==> src/rtl/hct_pkg.sv <==
// Shared constants and types for the host-ingress command tag parser.
// Assumes byte offsets counted from the first byte of the frame.
package hct_pkg;
    localparam int unsigned HDR_LEN   = 20;  // bytes collected before decoding
    localparam int unsigned TAG_OFS   = 12;  // first command tag byte
    localparam int unsigned TAG_LEN   = 4;   // command tag length
    localparam int unsigned N_PORTS   = 3;
    localparam int unsigned VID_W     = 12;
    localparam int unsigned HCNT_W    = $clog2(HDR_LEN + 1);

    typedef enum logic [1:0] {
        ST_COLLECT = 2'd0,
        ST_REPLAY  = 2'd1,
        ST_STREAM  = 2'd2
    } hct_state_e;

    typedef struct packed {
        logic [N_PORTS-1:0] dst;
        logic               rules;
        logic [VID_W-1:0]   vid;
        logic               prio_filt;
    } hct_side_t;
endpackage

==> src/rtl/hct_tag_decode.sv <==
// Decodes the command tag and an optional following VLAN tag from the
// buffered header. Purely combinational. Assumes hdr_cnt is the number of
// valid header bytes; bytes at or beyond hdr_cnt are stale and not trusted.
module hct_tag_decode
    import hct_pkg::*;
(
    input  logic [HDR_LEN-1:0][7:0] hdr,
    input  logic [HCNT_W-1:0]       hdr_cnt,
    input  logic                    admit_only,
    output hct_side_t               side
);
    localparam int unsigned VID_HI = TAG_OFS + 2;
    localparam int unsigned VID_LO = TAG_OFS + 3;
    localparam int unsigned IN_TP  = TAG_OFS + TAG_LEN;

    logic [VID_W-1:0] cmd_vid;
    logic             inner_tag;

    // form the command VID and spot an inner 0x8100 tag
    always_comb begin
        cmd_vid   = {hdr[VID_HI][3:0], hdr[VID_LO]};
        inner_tag = (hdr_cnt == HCNT_W'(HDR_LEN)) && (hdr[IN_TP] == 8'h81)
                    && (hdr[IN_TP+1] == 8'h00);
    end

    // build the sideband directives
    always_comb begin
        side.dst       = cmd_vid[N_PORTS-1:0];
        side.rules     = cmd_vid[6];
        side.vid       = (cmd_vid[6] && inner_tag) ?
                         {hdr[IN_TP+2][3:0], hdr[IN_TP+3]} : '0;
        side.prio_filt = admit_only && (cmd_vid[N_PORTS-1:0] == 3'b001)
                         && (cmd_vid[VID_W-1:3] == '0);
    end
endmodule

==> src/rtl/hct_len_guard.sv <==
// Counts accepted input bytes of the current frame and reports when the
// current or an earlier byte of the frame lies beyond the length limit.
// Assumes cfg_jumbo is static during a frame.
module hct_len_guard #(
    parameter int unsigned LIM_STD   = 1522,
    parameter int unsigned LIM_JUMBO = 2048
) (
    input  logic clk,
    input  logic rst_n,
    input  logic cfg_jumbo,
    input  logic acc,
    input  logic last,
    output logic over
);
    localparam int unsigned LW = $clog2(LIM_JUMBO + 2);

    logic [LW-1:0] cnt_q;
    logic          sticky_q;
    logic [LW-1:0] limit;

    // current limit and over-length decision for the byte on the input
    always_comb begin
        limit = cfg_jumbo ? LW'(LIM_JUMBO) : LW'(LIM_STD);
        over  = sticky_q || (cnt_q >= limit);
    end

    // byte counter and sticky overflow flag, cleared at frame end
    always_ff @(posedge clk) begin
        if (!rst_n) begin
            cnt_q    <= '0;
            sticky_q <= 1'b0;
        end else if (acc) begin
            if (last) begin
                cnt_q    <= '0;
                sticky_q <= 1'b0;
            end else begin
                if (cnt_q != '1) cnt_q <= cnt_q + 1'b1;
                sticky_q <= over;
            end
        end
    end


    sticky_over_chk: assert property (@(posedge clk) disable iff (!rst_n)
        (acc && over && !last) |=> over)
        else $error("length overflow not held");
endmodule

==> src/rtl/host_cmd_tag_parser.sv <==
// Host-ingress command tag parser. Buffers the first HDR_LEN bytes, decodes
// the command tag, replays the header without it, then streams the rest.
// Assumes in_sof marks the first byte and in_eof the last byte of each frame.
module host_cmd_tag_parser
    import hct_pkg::*;
#(
    parameter int unsigned LIM_STD   = 1522,
    parameter int unsigned LIM_JUMBO = 2048
) (
    input  logic              clk,
    input  logic              rst_n,
    input  logic              cfg_jumbo,
    input  logic              cfg_admit_only_vlan,
    input  logic              in_valid,
    output logic              in_ready,
    input  logic [7:0]        in_data,
    input  logic              in_sof,
    input  logic              in_eof,
    output logic              out_valid,
    input  logic              out_ready,
    output logic [7:0]        out_data,
    output logic              out_sof,
    output logic              out_eof,
    output logic              out_err,
    output logic [N_PORTS-1:0] sb_dst_mask,
    output logic              sb_vlan_rules,
    output logic [VID_W-1:0]  sb_vid,
    output logic              sb_prio_filter
);
    localparam int unsigned SKIP_TO = TAG_OFS + TAG_LEN;

    hct_state_e               st_q;
    logic [HDR_LEN-1:0][7:0]  hdr_q;
    logic [HCNT_W-1:0]        wr_q, rd_q, rd_nxt, wr_idx;
    logic                     ended_q, final_b, short_b, in_acc, out_acc, over;
    hct_side_t                side;

    hct_tag_decode u_dec (
        .hdr(hdr_q), .hdr_cnt(wr_q), .admit_only(cfg_admit_only_vlan), .side(side)
    );

    hct_len_guard #(.LIM_STD(LIM_STD), .LIM_JUMBO(LIM_JUMBO)) u_len (
        .clk(clk), .rst_n(rst_n), .cfg_jumbo(cfg_jumbo),
        .acc(in_acc), .last(in_eof), .over(over)
    );

    // sideband is decoded from the held header
    always_comb begin
        sb_dst_mask    = side.dst;
        sb_vlan_rules  = side.rules;
        sb_vid         = side.vid;
        sb_prio_filter = side.prio_filt;
    end

    // replay index stepping over the command tag
    always_comb begin
        rd_nxt  = (rd_q == HCNT_W'(TAG_OFS - 1)) ? HCNT_W'(SKIP_TO) : rd_q + 1'b1;
        final_b = rd_nxt >= wr_q;
        short_b = wr_q < HCNT_W'(SKIP_TO);
        wr_idx  = in_sof ? '0 : wr_q;
    end

    // stream steering per state
    always_comb begin
        in_ready  = 1'b0;
        out_valid = 1'b0;
        out_data  = 8'h00;
        out_sof   = 1'b0;
        out_eof   = 1'b0;
        out_err   = 1'b0;
        case (st_q)
            ST_COLLECT: in_ready = 1'b1;
            ST_REPLAY: begin
                out_valid = 1'b1;
                out_data  = hdr_q[rd_q];
                out_sof   = (rd_q == '0);
                out_eof   = ended_q && final_b;
                out_err   = ended_q && final_b && short_b;
            end
            ST_STREAM: begin
                in_ready  = out_ready;
                out_valid = in_valid;
                out_data  = in_data;
                out_eof   = in_eof;
                out_err   = in_eof && over;
            end
            default: ;
        endcase
        in_acc  = in_valid && in_ready;
        out_acc = out_valid && out_ready;
    end

    // state, header buffer and indices
    always_ff @(posedge clk) begin
        if (!rst_n) begin
            st_q    <= ST_COLLECT;
            hdr_q   <= '0;
            wr_q    <= '0;
            rd_q    <= '0;
            ended_q <= 1'b0;
        end else begin
            case (st_q)
                ST_COLLECT: if (in_acc) begin
                    hdr_q[wr_idx] <= in_data;
                    wr_q          <= wr_idx + 1'b1;
                    rd_q          <= '0;
                    ended_q       <= in_eof;
                    if (in_eof || (wr_idx == HCNT_W'(HDR_LEN - 1)))
                        st_q <= ST_REPLAY;
                end
                ST_REPLAY: if (out_acc) begin
                    if (final_b) begin
                        if (ended_q) begin
                            st_q <= ST_COLLECT;
                            wr_q <= '0;
                        end else begin
                            st_q <= ST_STREAM;
                        end
                    end else begin
                        rd_q <= rd_nxt;
                    end
                end
                ST_STREAM: if (in_acc && in_eof) begin
                    st_q <= ST_COLLECT;
                    wr_q <= '0;
                end
                default: st_q <= ST_COLLECT;
            endcase
        end
    end


    tag_skip_chk: assert property (@(posedge clk) disable iff (!rst_n)
        (st_q == ST_REPLAY && out_acc && rd_q == HCNT_W'(TAG_OFS - 1) && !final_b)
        |=> (rd_q == HCNT_W'(SKIP_TO)))
        else $error("command tag bytes not skipped");


    no_rules_vid_chk: assert property (@(posedge clk) disable iff (!rst_n)
        (out_valid && !sb_vlan_rules) |-> (sb_vid == '0))
        else $error("VID reported without VLAN rules");


    prio_filter_chk: assert property (@(posedge clk) disable iff (!rst_n)
        sb_prio_filter |-> (sb_dst_mask == 3'b001 && cfg_admit_only_vlan))
        else $error("priority filter for wrong mask");


    side_hold_chk: assert property (@(posedge clk) disable iff (!rst_n)
        (out_valid && out_ready && !out_eof)
        |=> ($stable(sb_vid) && $stable(sb_dst_mask) && $stable(sb_vlan_rules)))
        else $error("sideband changed inside a frame");


    err_at_end_chk: assert property (@(posedge clk) disable iff (!rst_n)
        (out_valid && out_err) |-> out_eof)
        else $error("error flag away from end marker");
endmodule

==> config.mk <==
export PLATFORM = sky130hd
export DESIGN_NAME = host_cmd_tag_parser
export DESIGN_NICKNAME = d
export VERILOG_FILES = /design/src/rtl/hct_pkg.sv /design/src/rtl/hct_tag_decode.sv /design/src/rtl/hct_len_guard.sv /design/src/rtl/host_cmd_tag_parser.sv
export SDC_FILE = /design/constraint.sdc
export NUM_CORES = 1
export LEC_CHECK = 0
export ABC_AREA = 1
export ABC_CLOCK_PERIOD_IN_PS = 2500
export BUFFER_PORTS_ARGS = -buffer_cell sky130_fd_sc_hd__buf_4
export CORE_ASPECT_RATIO = 0.8
export CORE_MARGIN = 2
export CORE_UTILIZATION = 45
export CTS_CLUSTER_SIZE = 40
export DETAILED_ROUTE_END_ITERATION = 7
export SLEW_MARGIN = 5
export SYNTH_ARGS = -nofsm -noshare
export SYNTH_HDL_FRONTEND = slang
export SYNTH_SLANG_ARGS = --single-unit
==> constraint.sdc <==
create_clock -name clk -period 2.5 [get_ports clk]
set_input_delay 0.125 -clock clk [delete_from_list [all_inputs] [get_ports clk]]
set_output_delay 0.125 -clock clk [all_outputs]
set_load 0.02 [all_outputs]
Word-level counts from Yosys, hierarchy flattened
Cells that the tools add are included.
Storage, ports and cells
  register bits: 186
  bits of input ports: 16
  logic and storage cells: 111
  output and inout bits: 30
Cells by class
  mux-type cells: 35
  $add $sub $neg: 3
  reductions and logical operators: 26
  equality and inequality tests: 15
  magnitude comparators: 6
Operator list (number)
  160-bit bitwise mux: 1
  5-bit 2-to-1 mux: 10
  12-bit 2-to-1 mux: 4
  8-bit binary-select mux with 5-bit select: 1
  8-bit demux with 5-bit select: 1
  8-bit 2-to-1 mux: 2
  8-bit one-hot mux with 2 select lines: 1
  5-bit one-hot mux with 3 select lines: 1
  2-bit inequality test, second input constant: 7
  12-bit by 1-bit adder with 12-bit output, second input constant: 1
  12-bit greater-or-equal comparator: 1
  1-bit logical AND: 12
  5-bit by 6-bit < comparator with 1-bit output, second input constant: 2
  2-bit 2-to-1 mux: 6
  12-bit inequality test, second input constant: 1
  5-bit by 1-bit adder with 5-bit output, second input constant: 2
  5-bit equality test, second input constant: 2
  5-bit one-hot mux with 2 select lines: 1
  9-bit logical NOT: 1
  8-bit equality test, second input constant: 1
  8-bit logical NOT: 1
  1-bit one-hot mux with 2 select lines: 4
  2-bit one-hot mux with 3 select lines: 1
  6-bit AND reduction: 1
  16 further kinds: 20

Longest topological paths before layout
Gate-level depths: netlist of the first run.
  depth in word-level cells: 6
  depth in mapped cells: 15
  gate-level depth less buffers: 15

By module
A second synthesis of the first run with hierarchy kept.
Unflattened totals
  cells, all modules: 1434
  area total of the unflattened synthesis: 9686.8 um2
By module, submodules not included
  host_cmd_tag_parser: cells each 1212, area an instance 8399.3 um2, instances 1
  hct_len_guard: cells each 159, area an instance 979.7 um2, instances 1
  hct_tag_decode: cells each 63, area an instance 307.8 um2, instances 1

Worst setup path after synthesis of the first run
No wires, ideal clock.
  kind: reg-to-output
  start: register rd_q[0]
  end: output port out_err
  data required time: 2375 ps
  stages on the path, launching flop included: 14
  arrival: 2278 ps
  setup slack: 97 ps
  cells stage by stage: dfxtp_1 > buf_2 > inv_2 > buf_4 > buf_2 > ha_1 > ha_1 > a21boi_0 > o21bai_1 > nand2_1 > nand2_1 > nor2_1 > nand2_1 > a21oi_1
Between the ends
  longest elaborated chain between the ends: 6
  elaborated cells between the ends (all ways): 7
  those cells by class: add/sub (1); order compare (1); eq/ne (1); mux (2); reduce/logical (2)
RTL lines
  start, declared: line host_cmd_tag_parser.sv:34  | logic [HCNT_W-1:0] wr_q, rd_q, rd_nxt, wr_idx;
  start signal, assigned: line host_cmd_tag_parser.sv:120  | rd_q <= rd_nxt;
  5-bit by 1-bit adder with 5-bit output or 5-bit by 4-bit equality test with 1-bit output (tied branches): line host_cmd_tag_parser.sv:57  | rd_nxt = (rd_q == HCNT_W'(TAG_OFS - 1)) ? HCNT_W'(SKIP_TO) : rd_q + 1'b1;
  5-bit 2-to-1 mux *: line host_cmd_tag_parser.sv:57
  5-bit greater-or-equal comparator *: line host_cmd_tag_parser.sv:58  | final_b = rd_nxt >= wr_q;
  1-bit logical AND * (2 in series): line host_cmd_tag_parser.sv:78  | out_err = ended_q && final_b && short_b;
  1-bit one-hot mux with 2 select lines *: line host_cmd_tag_parser.sv:71  | case (st_q)
  end, declared: line host_cmd_tag_parser.sv:24  | output logic out_err,
Mark *: on every way between the ends. The rest lies on a longest branch, timed or not.

Worst setup path after layout of the first run
Same ends and word-level chain as after synthesis.

==> out/metrics.cfg, run 1 <==
[pwr]
power_uw = 8261
power_per_cell_area_mw_per_mm2 = 774.3
power.static_leakage_uw = 0.004197
peakVddDrop_v = 0.0007950

[global_route]
grtUsageTotal_pct = 25.85
grt_antenna_before_repair = 0
first_global_vias = 7974
grt_remaining_overflow = 0
pin_count_of_the_biggest_net_entering_global_routing = 126
grt_pass1_wl_um = 44330

[clocking]
clock-root-buffer = clkbuf_16
clock_sinks = 186
ctsLongestPathBuffers = 2
tritoncts = yes
ctsHtreeMaxLevel = 4
clock_pin_slew_worst_setup_and_hold_paths_ps = 70
cts_buffers = 17
worst_skew_pair.late_latency_ps = 440

[routing]
aggregate_routed_wire_length_um = 28460
wl_per_cell_um = 17.32
drc = 0
drt.antenna.violating_nets = 0
drt_first_iter_violations = 823
vias_per_cell = 5.449
routed-via-count = 8952
drt_first_pass_iters = 7

[worst_setup_path]
critical-path-slowest-cell = dfxtp_4
timing.critical_path.required_ps = 2380
crit_path_max_fanout = 5
worst_setup_start_kind = flip-flop
criticalPathCategory = reg2out
cp_cell_sequence = buf_4 -> inv_2 -> ha_4 -> ha_1 -> a21boi_2 -> o21bai_4 -> nand2_2 -> nand2_4 -> nor2_4 -> nand2_2 -> a21oi_2 -> buf_6
cp_common_cell = nand2_2
timing.critical_path.to_type = output pin
critical_path.max_stage_delay_ps = 350
crit_path_dat_ps = 2470

[place]
place.port_buffers = 45
dp_hpwl_um = 18160
placed_area_mm2 = 0.009818
gp_routability_congestion = 0.8795

[sta]
fin_hold_ws_ps = 26.79
timing_max_transition_violations_final = 0
fin_crit_ps = 2599
timing_hold_violations_final = 0
unrepaired_setup_endpoints_after_global_routing = yes
tightestPinTransition_ps = 728.1
timing.clock.skew_ps = 10.23
fin_crit_sh_pct = 104.0
max_freq_mhz = 384.7
setup_violations_final = 2
slew-limit-headroom_pct = 51.46
setup_slack_ps = -99.36

[floorplan]
chipWidth_um = 165.5
io-pin-count = 46
fp.dieArea_mm2 = 0.02205
core_region_area_mm2 = 0.02058
rows = 47
die_y_um = 133.2
initial_utilization_pct = 45.63

[cells_and_area]
multi_input_area_mm2 = 0.004816
finish.instance_area_mm2 = 0.01067
areaGrowthSynthToFinish_pct = 13.60
final-seq-area_mm2 = 0.003737
fillers = 2086
final_cell_mix = o21ai_0, nor2_1, dfxtp_1
drive_above_1_share_pct = 12.81
layout.cells.most_common = o21ai_0
layout.nets = 1401
n_antenna_cell = 0

[logic_synthesis]
seq_area_frac_synth_pct = 39.65
synth-seq-cells = 186
synthArstFlopShare_pct = 0
synth.avg_cell_area_um2 = 6.941
yosys_most_used_dff = dfxtp_1
synth_enable_flop_cells = 0
ys_types = 44
mappedNetlistNets = 1392
synth-warning-count = 0
syn_inst = 1353
synthesis.area_mm2 = 0.009392

[flow_run]
timing.max_cap.violations = 0

[run_status]
failed_checks = setup timing
outcome = finished, violations left

[min_path]
timing.hold.worst.class = in2reg

per-stage QoR:
| stage | instances | utilization [%] | setup slack (ps) | TNS [ps] |
|---|---|---|---|---|
| finish | 1643 | 51.84 | -99.36 | -165.8 |
| global route | 1643 | 51.84 | -216.4 | -1054 |
| CTS | 1641 | 51.19 | -136.6 | -554.5 |
| detailed placement | 1606 | 47.70 | 62.80 | 0 |
| global placement | 1606 | 47.70 | 104.5 | 0 |
| floorplan | 1353 | - | 96.76 | 0 |
state kept, by name, indices dropped and copies added, names as in the netlist:
| signal | flops |
|---|---|
| hdr_q | 160 |
| st_q | 2 |
| rd_q | 5 |
| wr_q | 5 |
| u_len.sticky_q | 1 |
| ended_q | 1 |
| u_len.cnt_q | 12 |
critical path: cells and delay by family, from the launching register on:
| family | cells | cell delay (ps) |
|---|---|---|
| adders and majority gates | 2 | 500 |
| buffers and inverters | 3 | 450 |
| AOI/OAI and AO/OA | 3 | 440 |
| DFF | 1 | 350 |
| and+or+nand+nor | 4 | 310 |
synth_stat cells, types with 7 or more instances:
library cell,number,area [um^2]
a21oi_1,172,860.8
a22oi_1,7,52.55
buf_2,25,125.1
buf_4,8,60.06
buf_6,8,90.09
clkbuf_1,40,150.1
dfxtp_1,186,3724
ha_1,23,287.8
inv_1,123,461.7
inv_2,16,60.06
nand2_1,144,540.5
nand2_2,7,43.79
nand3_1,69,345.3
nand4_1,10,62.56
nor2_1,211,792.0
nor2_4,10,112.6
nor3_1,11,55.05
o211ai_1,18,135.1
o21ai_0,215,1076
o21ai_1,11,55.05
per-layer routing:
layer	GRT usage (%)	vias to the layer above	wire length [um]
li1	-	4493	-
met1	39.50	4095	13690
met2	36.84	327	12120
met3	4.857	37	2225
met4	7.040	0	418
met5	0	-	0
final timing paths:
kind	start	end	slack, ps	cells past startpoint
worst min register to register	hdr_q[61]	hdr_q[61]	440	2
worst max register to register	rd_q[0]	rd_q[0]	130	11
worst min-delay path	rst_n	hdr_q[134]	30	3
worst max-delay path	rd_q[0]	out_err	-100	12
logic make-up (layout without fill, tap and decap cells):
| logic type | Yosys count | count (layout) | share of synthesized area (%) |
|---|---|---|---|
| simple gates | 480 | 480 | 22.38 |
| buf+inv | 226 | 247 | 10.44 |
| xor+xnor | 2 | 2 | 0.1866 |
| fa+ha+maj | 23 | 23 | 3.064 |
| compound gates | 436 | 436 | 24.27 |
| flops | 186 | 186 | 39.65 |
power by group:
part / switching (uW) / internal, uW / leakage [uW] / total [uW]
Combinational: 1550 / 705 / 0.00240 / 2260
Sequential: 78.2 / 3100 / 0.00150 / 3180
Clock: 1230 / 1590 / 0.000292 / 2830
repair_timing:
item                       in CTS  in global routing
hold endpoints to repair        1                  0
resized for setup              24                 30
pin swaps                      12                 14
hold buffers                    1                  0
cloned                          0                  1
buffers inserted                3                  1
setup endpoints to repair      10                 19
final cells by class:
type | instances | share of cell area, %
multi-input cells | 941 | 45.14
flip-flops and latches | 186 | 35.03
repair buffers | 74 | 6.075
inverters | 142 | 4.996
clock buffers | 19 | 4.058
well taps | 269 | 3.155
clock inverters | 12 | 1.548
Note: power is estimated with default switching activity, not from simulation.
==> run 2: changes to the inputs <==
Settings changed: CTS_CLUSTER_DIAMETER from default to 120, HOLD_SLACK_MARGIN from default to 0.08.
==> out/metrics.cfg, run 2 (synthesized netlist as in run 1, its figures left out) <==
[sta]
tightestPinTransition_ps = 722.7
max_freq_mhz = 385.1
timing_max_transition_violations_final = 0
fin_crit_sh_pct = 103.9
timing_hold_violations_final = 0
slew-limit-headroom_pct = 51.82
fin_crit_ps = 2597
setup_violations_final = 4
unrepaired_setup_endpoints_after_global_routing = yes
timing.clock.skew_ps = 10.44
setup_slack_ps = -96.79
fin_hold_ws_ps = 90.86

[cells_and_area]
final_cells = 1644
largest_register = hdr_q
layout.nets = 1402
drive_above_1_share_pct = 12.80
final-seq-area_mm2 = 0.003737
multi_input_area_mm2 = 0.004816
final_core_util_pct = 51.88
layout.cells.most_common = o21ai_0
biggest_regs = hdr_q: 160 flops, u_len.cnt_q: 12 flops
largest_reg_flops = 160
areaGrowthSynthToFinish_pct = 13.71
n_antenna_cell = 0
fillers = 2085
final_cell_mix = o21ai_0, nor2_1, dfxtp_1

[clocking]
ctsHtreeMaxLevel = 4
clock_sinks = 186
tritoncts = yes
worst_skew_pair.late_latency_ps = 440
cts_buffers = 17
clock_pin_slew_worst_setup_and_hold_paths_ps = 70
clock-root-buffer = clkbuf_16
ctsLongestPathBuffers = 2

[global_route]
first_global_vias = 7977
grt_remaining_overflow = 0
grt_pass1_wl_um = 44340
pin_count_of_the_biggest_net_entering_global_routing = 126
grtUsageTotal_pct = 25.85
grt_antenna_before_repair = 0

[worst_setup_path]
timing.critical_path.required_ps = 2380
rr_startpoint = rd_q[0]
timing.critical_path.to_type = output pin
crit_path_dat_ps = 2470
critical_path.startpoint = rd_q[0]
crit_path_max_fanout = 5
worst_setup_start_kind = flip-flop
criticalPathCategory = reg2out

[floorplan]
fp.dieArea_mm2 = 0.02205
core_region_area_mm2 = 0.02058
io-pin-count = 46
die_y_um = 133.2
rows = 47
initial_utilization_pct = 45.63
chipWidth_um = 165.5

[run_status]
outcome = finished, violations left
failed_checks = setup timing

[place]
gp_routability_congestion = 0.8795
dp_hpwl_um = 18160
place.port_buffers = 45
placed_cells = 1606
dpl_worst_slack_ps = 62.80

[min_path]
hp-start = in_valid
timing.hold.worst.class = in2reg

[pwr]
power.combinational.fraction_pct = 27.4
swShare_pct = 34.76
power.static_leakage_uw = 0.004201
peakVddDrop_v = 0.0008043
netSwitchingPower_uw = 2874
seqPwrFrac_pct = 38.4
power_frac_clock_pct = 34.2
power_per_cell_area_mw_per_mm2 = 774.4
internal_power_uw = 5395

[routing]
drc = 0
vias_per_cell = 5.435
routed-via-count = 8935
drt_first_iter_violations = 819
drt.antenna.violating_nets = 0
met3_wire_length_um = 2050
drt_first_pass_iters = 6
met2RoutedLength_um = 11930
wl_per_cell_um = 17.32
maxUsedRoutingLayer = met4
drt-met1-wl_um = 14010
aggregate_routed_wire_length_um = 28480

[flow_run]
timing.max_cap.violations = 0

-- run 2: cell count changes in the layout (fill, tap and decap cells not counted) --
cell | before | now
dlygate4sd3_1 | 1 | 2
-- run 2: path summary, 6_finish.rpt --
| check | endpoint | slack, ps | cells past startpoint |
|---|---|---|---|
| worst max-delay path | out_err | -100 | 12 |
| worst min register to register | hdr_q[61] | 440 | 2 |
| worst min-delay path | ended_q | 90 | 3 |
| worst max register to register | rd_q[2] | 140 | 11 |
-- run 2: power groups by stage --
stage / Sequential (uW) / Clock [uW] / Combinational, uW
floorplan: 3220 / 0 / 1460
global placement: 3240 / 0 / 2060
detailed placement: 3240 / 0 / 2060
CTS: 3170 / 2850 / 2120
global route: 3190 / 2980 / 2510
finish: 3180 / 2830 / 2260
-- run 2: what timing repair did --
action	CTS	global route
hold buffers	2	0
cloned	0	1
endpoints found under the hold margin	15	0
setup endpoints to repair	10	19
pin swaps	12	14
resized for setup	24	30
setup buffers	3	1
-- run 2: layout make-up --
| class | instances | share of cell area, % |
|---|---|---|
| multi-input combinational | 941 | 45.10 |
| sequential | 186 | 35.00 |
| clock buffer | 19 | 4.054 |
| clock inverter | 12 | 1.547 |
| inverter | 142 | 4.991 |
| timing repair buffer | 75 | 6.163 |
| tap | 269 | 3.152 |
-- run 2: routing by layer --
| metal | vias up | GRT usage, % |
|---|---|---|
| li1 | 4496 | - |
| met1 | 4116 | 39.50 |
| met2 | 284 | 36.84 |
| met3 | 39 | 4.857 |
| met4 | 0 | 7.040 |
| met5 | - | 0 |
-- run 2: through the flow --
step,cell area (um^2),total power [uW],setup TNS [ps]
after global placement,9818,5306,0
after global routing,10680,8681,-1054
after floorplan,9392,4683,0
after detailed placement,9818,5306,0
after CTS,10550,8145,-554.5
final,10680,8270,-179.1
-- run 2: critical path, cell delays in order (launching register included) --
cell and delay, ps:
dfxtp_4 350, buf_4 170, inv_2 140, ha_4 230
ha_1 270, a21boi_2 210, o21bai_4 80, nand2_2 90
nand2_4 60, nor2_4 100, nand2_2 60, a21oi_2 150
buf_6 140
==> run 3: changes to the inputs <==
Settings changed: ABC_AREA 1 to default.
==> out/metrics.cfg, run 3 <==
[run_status]
outcome = finished, violations left
failed_checks = setup timing

[logic_synthesis]
post-synth-top-area-cell = dfxtp_1
netlist.area_leader.share_pct = 38.22
syn_inst = 1108
synth_top_family_by_area = simple AND/OR/NAND/NOR gates
synth.avg_cell_area_um2 = 8.793
mappedNetlistNets = 1147
synth-xor-area-share_pct = 0.7191
synth-warning-count = 0
synthArstFlopShare_pct = 0
synthAdderAreaFrac_pct = 2.954
synthesis.area_mm2 = 0.009743
netlist_top_cells_area = dfxtp_1, a21boi_0, nand3_1, mux4_2, nand2_1
yosys_most_used_dff = dfxtp_1
seq_area_frac_synth_pct = 38.22
synth-seq-cells = 186
synth_top_cells_by_count = nand2_1, dfxtp_1, nand3_1
synth.mux.area_fraction_pct = 9.888
ys_types = 61
simple_gate_share_of_the_synthesized_area_pct = 23.74
synth_compound_area_share_pct = 18.54
post-synth-top-count-cell = nand2_1
synth_enable_flop_cells = 0

[clocking]
tritoncts = yes
ctsLongestPathBuffers = 2
clock-root-buffer = clkbuf_16
clock_sinks = 186
clock_pin_slew_worst_setup_and_hold_paths_ps = 80
ctsHtreeMaxLevel = 4
cts_buffers = 17
worst_skew_pair.late_latency_ps = 440

[cells_and_area]
final_cell_mix = nand2_1, dfxtp_1, nand3_1
multi_input_area_mm2 = 0.005618
n_antenna_cell = 0
layout.cells.most_common = nand2_1
final_cells = 1414
layout.nets = 1165
largest_register = hdr_q
areaGrowthSynthToFinish_pct = 15.82
final-seq-area_mm2 = 0.003736
biggest_regs = hdr_q: 160 flops, u_len.cnt_q: 12 flops
largest_reg_flops = 160
drive_above_1_share_pct = 19.14
fillers = 2014

[sta]
fin_hold_ws_ps = 103.2
tightestPinTransition_ps = 599.1
timing_hold_violations_final = 0
max_freq_mhz = 389.7
timing_max_transition_violations_final = 0
slew-limit-headroom_pct = 60.06
setup_slack_ps = -65.76
fin_crit_ps = 2566
fin_crit_sh_pct = 102.6
totalNegativeSetupSlack_ps = -223.3
setup_violations_final = 6
unrepaired_setup_endpoints_after_global_routing = yes
timing.clock.skew_ps = 7.304

[worst_setup_path]
rr_worst_depth = 9
critical_path.startpoint = rd_q[4]
r2r_setup_slack_ps = 180
timing.critical_path.to = out_err
worst_setup_start_kind = flip-flop
timing.critical_path.required_ps = 2380
rr_startpoint = rd_q[0]
crit_path_dat_ps = 2440
timing.critical_path.to_type = output pin
crit_path_max_fanout = 4
criticalPathCategory = reg2out
r2r_end = wr_q[3]

[floorplan]
io-pin-count = 46
fp.dieArea_mm2 = 0.02285
rows = 48
core_region_area_mm2 = 0.02138
chipWidth_um = 168.5
die_y_um = 135.6
initial_utilization_pct = 45.57

[global_route]
grtUsageTotal_pct = 25.73
grt_pass1_wl_um = 45270
first_global_vias = 7788
grt_remaining_overflow = 0
pin_count_of_the_biggest_net_entering_global_routing = 155
grt_antenna_before_repair = 1

[pwr]
power_uw = 7193
power_per_cell_area_mw_per_mm2 = 637.4
power.static_leakage_uw = 0.003682
peakVddDrop_v = 0.0004255

[min_path]
timing.hold.worst.class = in2reg

[place]
place.port_buffers = 45
gp_routability_congestion = 0.8417
dpl_worst_slack_ps = 79.69
dp_hpwl_um = 18400
placed_cells = 1371

[routing]
drc = 0
drt_first_iter_violations = 834
routed-via-count = 8358
vias_per_cell = 5.911
wl_per_cell_um = 20.37
aggregate_routed_wire_length_um = 28810
drt.antenna.violating_nets = 0
drt_first_pass_iters = 5

[flow_run]
timing.max_cap.violations = 0

run 3: changes by cell type after synthesis, moves of 37 or more:
| cell | previous run | this run |
|---|---|---|
| nand2_1 | 144 | 194 |
| inv_1 | 123 | 17 |
| mux4_2 | 0 | 37 |
| nor2_1 | 211 | 18 |
| o21ai_0 | 215 | 12 |
| a21boi_0 | 1 | 139 |
| nand3_1 | 69 | 171 |
| a21oi_1 | 172 | 16 |
run 3: how the worst min path moves through the flow:
stage | startpoint | end | slack, ps | depth (start not counted)
4_1_cts | in_data[0] | hdr_q[112] | 90 | 3
6_report | in_data[3] | hdr_q[139] | 100 | 3
2_1_floorplan | in_data[0] | hdr_q[152] | 290 | 2
5_1_grt | in_data[0] | hdr_q[144] | 90 | 3
3_5_place_dp | hdr_q[104] | hdr_q[104] | 450 | 2
3_3_place_gp | hdr_q[91] | hdr_q[91] | 440 | 2
run 3: final cells by class:
class	instances	share of cell area, %
sequential	186	33.11
multi-input combinational	803	49.78
inverter	18	0.5987
clock inverter	12	1.331
timing repair buffer	100	8.083
clock buffer	20	4.047
tap	275	3.049
run 3: what timing repair did:
action / in CTS / in global routing
resized for setup: 21 / 21
hold buffers: 4 / 0
buffers inserted: 3 / 2
endpoints found under the setup margin: 10 / 10
gates cloned: 1 / 1
pin swaps: 4 / 3
hold endpoints to repair: 6 / 0
run 3: metal layers:
metal,track usage [%],vias up,routed length [um],share of wire (%)
li1,-,3993,-,-
met4,7.519,0,470,1.6
met5,0,-,0,0
met1,37.84,4063,13640,47
met2,38.27,272,12760,44
met3,4.996,30,1934,6.7
run 3: worst max-delay path, cell delays in order (launching register included):
cell,delay (ps)
dfxtp_1,330
nor2_2,240
nand2_2,80
nand3_2,70
o21ai_2,60
ha_1,290
a21o_1,130
a21oi_2,70
o22ai_2,210
nand2_2,110
o32ai_2,220
buf_4,180
run 3: stage by stage:
step | instance area (um^2) | utilization (%)
global route | 11280 | 52.78
CTS | 11150 | 52.17
floorplan | 9782 | -
global placement | 10360 | 48.47
finish | 11280 | 52.78
detailed placement | 10360 | 48.47
run 3: where the power goes:
group	leakage, uW	internal [uW]	switching [uW]	total (uW)
registers	0.00150	3010	50.6	3060
logic	0.00189	490	812	1300
clock network	0.000292	1560	1270	2830
total	0.00368	5060	2130	7190
run 3: cells by family (layout without fill, tap and decap cells):
logic type,count (synthesis),count (layout)
flops,186,186
buf+inv,119,150
simple gates,478,478
fa+ha+maj,23,23
compound gates,244,244
xor+xnor,8,8
mux,50,50
